## src/rtl/nand_addr_pkg.sv

```systemverilog
package nand_addr_pkg;

    typedef enum logic [1:0] {
        ST_IDLE = 2'd0,
        ST_SEND = 2'd1,
        ST_WAIT = 2'd2
    } seq_st_e;

    localparam int MAX_PAGE_BYTES = 3;
    localparam int MAX_ADDR_BYTES = MAX_PAGE_BYTES + 1;
    localparam int IDX_W          = $clog2(MAX_ADDR_BYTES);
    localparam int CNT_W          = IDX_W + 1;

endpackage

```

## src/rtl/nand_addr_byte_sel.sv

```systemverilog
module nand_addr_byte_sel
    import nand_addr_pkg::*;
#(
    parameter int OFS_W = 32
) (
    input  logic [OFS_W-1:0] ofs,
    input  logic             big_page,
    input  logic             has_col,
    input  logic [IDX_W-1:0] idx,
    output logic [7:0]       byte_o
);
    localparam int PG_W = 8 * MAX_PAGE_BYTES;

    logic [OFS_W-1:0] shifted;
    logic [PG_W-1:0]  page_num;
    logic [7:0]       page_byte [MAX_PAGE_BYTES];
    logic [IDX_W-1:0] page_idx;

    always_comb begin
        shifted  = big_page ? (ofs >> 9) : (ofs >> 8);
        page_num = PG_W'(shifted);
    end

    genvar g;
    generate
        for (g = 0; g < MAX_PAGE_BYTES; g++) begin : g_pb
            assign page_byte[g] = page_num[8*g +: 8];
        end
    endgenerate

    always_comb begin
        page_idx = idx - IDX_W'(has_col);
        if (has_col && idx == '0) begin
            byte_o = ofs[7:0];
        end else if (page_idx < IDX_W'(MAX_PAGE_BYTES)) begin
            byte_o = page_byte[page_idx];
        end else begin
            byte_o = 8'h00;
        end
    end

endmodule

```

## src/rtl/nand_addr_strobe.sv

```systemverilog
module nand_addr_strobe #(
    parameter int STROBE_CLKS = 2
) (
    input  logic clk,
    input  logic rst_n,
    input  logic run,
    output logic we_n,
    output logic byte_end
);
    localparam int PH_W = $clog2(STROBE_CLKS) + 1;
    localparam logic [PH_W-1:0] PH_LAST = PH_W'(STROBE_CLKS - 1);

    typedef struct packed {
        logic            low;
        logic [PH_W-1:0] cnt;
    } strobe_t;

    strobe_t s_d, s_q;

    always_comb begin
        s_d      = s_q;
        byte_end = 1'b0;
        if (!run) begin
            s_d.low = 1'b1;
            s_d.cnt = '0;
        end else if (s_q.cnt == PH_LAST) begin
            s_d.cnt = '0;
            if (s_q.low) begin
                s_d.low = 1'b0;
            end else begin
                s_d.low  = 1'b1;
                byte_end = 1'b1;
            end
        end else begin
            s_d.cnt = s_q.cnt + 1'b1;
        end
    end

    always_ff @(posedge clk or negedge rst_n) begin
        if (!rst_n) begin
            s_q <= '{low: 1'b1, cnt: '0};
        end else begin
            s_q <= s_d;
        end
    end

    assign we_n = ~(run & s_q.low);

endmodule

```

## src/rtl/nand_addr_seq.sv

```systemverilog
module nand_addr_seq
    import nand_addr_pkg::*;
#(
    parameter int OFS_W       = 32,
    parameter int STROBE_CLKS = 2
) (
    input  logic             clk,
    input  logic             rst_n,
    input  logic             start,
    input  logic [OFS_W-1:0] ofs,
    input  logic [1:0]       mode,
    input  logic             big_page,
    input  logic [1:0]       page_bytes,
    input  logic             rdy,
    output logic             ale,
    output logic             we_n,
    output logic [7:0]       io,
    output logic             busy,
    output logic             done,
    output logic             rd_half
);
    typedef struct packed {
        seq_st_e          st;
        logic [OFS_W-1:0] ofs;
        logic             big;
        logic             has_col;
        logic [CNT_W-1:0] nbytes;
        logic [IDX_W-1:0] idx;
        logic             rd1;
        logic             done;
    } seq_t;

    seq_t r_d, r_q;

    logic       byte_end;
    logic       sending;
    logic [7:0] cur_byte;
    logic [1:0] pb_eff;

    assign sending = (r_q.st == ST_SEND);
    assign pb_eff  = (page_bytes == 2'd0) ? 2'd1 : page_bytes;

    nand_addr_strobe #(.STROBE_CLKS(STROBE_CLKS)) u_strobe (
        .clk      (clk),
        .rst_n    (rst_n),
        .run      (sending),
        .we_n     (we_n),
        .byte_end (byte_end)
    );

    nand_addr_byte_sel #(.OFS_W(OFS_W)) u_sel (
        .ofs      (r_q.ofs),
        .big_page (r_q.big),
        .has_col  (r_q.has_col),
        .idx      (r_q.idx),
        .byte_o   (cur_byte)
    );

    always_comb begin
        r_d      = r_q;
        r_d.done = 1'b0;
        unique case (r_q.st)
            ST_IDLE: begin
                if (start) begin
                    r_d.ofs     = ofs;
                    r_d.big     = big_page;
                    r_d.has_col = mode[0];
                    r_d.nbytes  = CNT_W'(mode[0]) + (mode[1] ? CNT_W'(pb_eff) : '0);
                    r_d.idx     = '0;
                    r_d.rd1     = big_page & ofs[8];
                    r_d.st      = (mode == 2'b00) ? ST_WAIT : ST_SEND;
                end
            end
            ST_SEND: begin
                if (byte_end) begin
                    if (CNT_W'(r_q.idx) == r_q.nbytes - 1'b1) begin
                        r_d.st = ST_WAIT;
                    end else begin
                        r_d.idx = r_q.idx + 1'b1;
                    end
                end
            end
            ST_WAIT: begin
                if (rdy) begin
                    r_d.done = 1'b1;
                    r_d.st   = ST_IDLE;
                end
            end
            default: r_d.st = ST_IDLE;
        endcase
    end

    always_ff @(posedge clk or negedge rst_n) begin
        if (!rst_n) begin
            r_q <= '{st: ST_IDLE, default: '0};
        end else begin
            r_q <= r_d;
        end
    end

    assign ale     = sending;
    assign io      = sending ? cur_byte : 8'h00;
    assign busy    = (r_q.st != ST_IDLE);
    assign done    = r_q.done;
    assign rd_half = r_q.rd1;

endmodule


```

## config.mk

```make
export PLATFORM = sky130hd
export DESIGN_NAME = nand_addr_seq
export DESIGN_NICKNAME = d
export VERILOG_FILES = /design/src/rtl/nand_addr_pkg.sv /design/src/rtl/nand_addr_byte_sel.sv /design/src/rtl/nand_addr_strobe.sv /design/src/rtl/nand_addr_seq.sv
export SDC_FILE = /design/constraint.sdc
export NUM_CORES = 1
export LEC_CHECK = 0
export BUFFER_PORTS_ARGS = -buffer_cell sky130_fd_sc_hd__buf_4
export CORE_MARGIN = 3
export CORE_UTILIZATION = 58
export DETAILED_ROUTE_END_ITERATION = 12
export PLACE_DENSITY = 0.85
export SKIP_CTS_REPAIR_TIMING = 1
export SLEW_MARGIN = 10
export SYNTH_ARGS = -nofsm -noshare
export SYNTH_HDL_FRONTEND = slang
export SYNTH_SLANG_ARGS = --single-unit
```

## constraint.sdc

```tcl
create_clock -name clk -period 3.7 [get_ports clk]
set_input_delay 0.74 -clock clk [delete_from_list [all_inputs] [get_ports clk]]
set_output_delay 0.74 -clock clk [all_outputs]
set_load 0.01 [all_outputs]
```

==> results.txt <==
row cnt - 22
DRT Pass-1 Iters - 4
Hold Fails Final Rpt - 0
CP Class - flop to output port
count of cell types in the netlist - 34
initial antenna violation count - 0
syn_nets - 240
setup tns final - 0 ps
Pwr per Cell Area - 950 nW/µm²
TritonCTS Buffers - 5
GRT Overall Usage - 0.215
vias in the first global route - 1808
H-tree lvl count - 2
leakage power - 1.31 nW
routed len/inst - 17.0 µm
Peak VDD IR - 454 µV
Worst Path Max Fanout - 18
Routed WL - 5000 µm
number of routed nets with antenna violations - 0
# IOs - 54
core area - 3800 µm²
Root Driver - clkbuf_8
fill count - 253
first-pass GRT wire length - 8470 µm
Post-Syn Area - 2380 µm²
RSZ-0062 raised after global routing - no
Fin Clk Skew - 3.23 ps
max cap viols - 0
Reg clk slew, reported paths - 80 ps
gr ovfl total - 0
CTS tree - yes
worst-margin pin slew - 663 ps
commonest non-fill, non-tap cells in the layout - 55 x buf_4, 45 x dfrtp_1, 43 x mux2_2
sequential area share after synthesis - 0.485
clock latency on the worst-skew pair - 290 ps
fin crit share - 0.858
Final Slew Violations - 0
pin count of the biggest net entering global routing - 47
n_diodes - 0
Initial Util - 0.626
reg2reg setup slack - 1720 ps
synthesized instance count - 194
clock sinks - 46
Post-layout nets - 292
number of remaining DRC errors - 0
Hold Crit Class - input pin to asynchronous set/reset pin
min cycle time layout - 3180 ps
placer congestion estimate - 0.830
die area - 4900 µm²
crit path launch type - flop
I/O Buffers - 53
Die X - 70.0 µm
Worst EP arrival - 2440 ps
DR vias/cell - 5.84
layout cells sized above 1 - 0.470
Die Ht - 70.0 µm
outcome - complete, no violations
final setup fails - 0
Clock Path Buffers - 2
total number of vias - 1722
Req. time, crit path - 2960 ps
Ys Warns - 0
initial drt markers - 73
Seq cells post-synth - 46
Slew HR - 0.555
final core utilization - 0.764
achievable frequency - 315 MHz
CP Capture Type - output port
Area Overhead vs Synth - 22.0%
mean area per synthesized cell - 12.3 µm²
HPWL Detailed - 3800 µm
most common cell after layout, fill and taps aside - buf_4
[cell usage after synthesis, drive strengths merged]
master / count / area (µm²)
o21ai: 14 / 70.1
nor3: 2 / 10.0
xor2: 3 / 33.8
a21boi: 1 / 7.51
inv: 10 / 37.5
ha: 5 / 62.6
a31oi: 7 / 43.8
or3b: 1 / 8.76
nand2: 12 / 45.0
and2: 1 / 6.26
buf: 7 / 45.0
mux2: 43 / 484
nand3: 10 / 50.1
o22a: 1 / 8.76
clkbuf: 3 / 15.0
o32ai: 1 / 8.76
nor4: 1 / 6.26
dfrtp: 45 / 1130
nand2b: 1 / 6.26
mux4: 7 / 161
nor3b: 1 / 7.51
mux2i: 2 / 20.0
nand4: 1 / 6.26
or2: 1 / 6.26
a21oi: 4 / 20.0
nor2: 6 / 30.0
and3: 1 / 6.26
xnor2: 2 / 17.5
dfstp: 1 / 26.3
[metal layers]
layer / wire length, µm / vias to the layer above / track usage / part of all wire
li1: - / 807 / - / -
met1: 2150 / 839 / 0.284 / 0.43
met2: 2460 / 65 / 0.342 / 0.49
met3: 297 / 11 / 0.0518 / 0.059
met4: 99 / 0 / 0.0830 / 0.020
met5: 0 / - / 0 / 0
[flip-flops by register name, summed over array words and instances, names as in the netlist]
signal	cells
r_q	41
u_strobe.s_q	3
done	1
rd_half	1
[where the power goes]
group | total (W) | internal, W | switching, W
logic | 0.00142 | 0.000776 | 0.000647
clock network | 0.000363 | 0.000201 | 0.000162
registers | 0.000970 | 0.000743 | 0.000226
total | 0.00276 | 0.00172 | 0.00104
[metrics by stage]
step	setup WS [ps]	hold WS [ps]	total power, W	instance area (µm²)	instances
4_1_cts	506	452	0.00277	2900	295
3_5_place_dp	838	443	0.00240	2790	287
2_1_floorplan	1290	418	0.00194	2380	194
3_3_place_gp	910	431	0.00233	2790	287
6_report	524	435	0.00276	2900	295
5_1_grt	370	468	0.00295	2900	295
[path summary, 6_finish.rpt]
kind / cells after the start / start / endpoint
max reg2reg: 4 / r_q[42]$_DFFE_PN0P_ / r_q[25]$_DFFE_PN0P_
min: 1 / rst_n / done$_DFF_PN0_
max in group asynchronous: 1 / rst_n / r_q[34]$_DFFE_PN0P_
min in group clk: 1 / u_strobe.s_q[0]$_DFF_PN0_ / u_strobe.s_q[0]$_DFF_PN0_
min reg2reg: 1 / u_strobe.s_q[0]$_DFF_PN0_ / u_strobe.s_q[0]$_DFF_PN0_
max: 6 / r_q[2]$_DFFE_PN0P_ / io[0]
[critical path, stage by stage (launching register included)]
cell and delay [ps]:
dfrtp_1 370, inv_1 90, ha_1 730, mux4_2 590
nand2_1 80, a31oi_1 100, buf_4 180
[layout make-up]
cell class	count	area, µm²	area share
clock buffers	6	72.6	0.0250
clock inverters	2	37.5	0.0129
inverters	10	37.5	0.0129
multi-input cells	128	1130	0.389
flip-flops and latches	46	1150	0.397
well taps	48	60.1	0.0207
repair buffers	55	413	0.142
[cell families after synthesis]
family                     count (synthesis)  share of synthesized area
and+or+nand+nor                           38                     0.0795
xor gates and xnor gates                   5                     0.0216
AOI/OAI and AO/OA                         28                     0.0668
buffers and inverters                     20                     0.0411
adders and majority gates                  5                     0.0263
DFF                                       46                      0.485
muxes                                     52                      0.280
(Power assumes the default switching activity.)
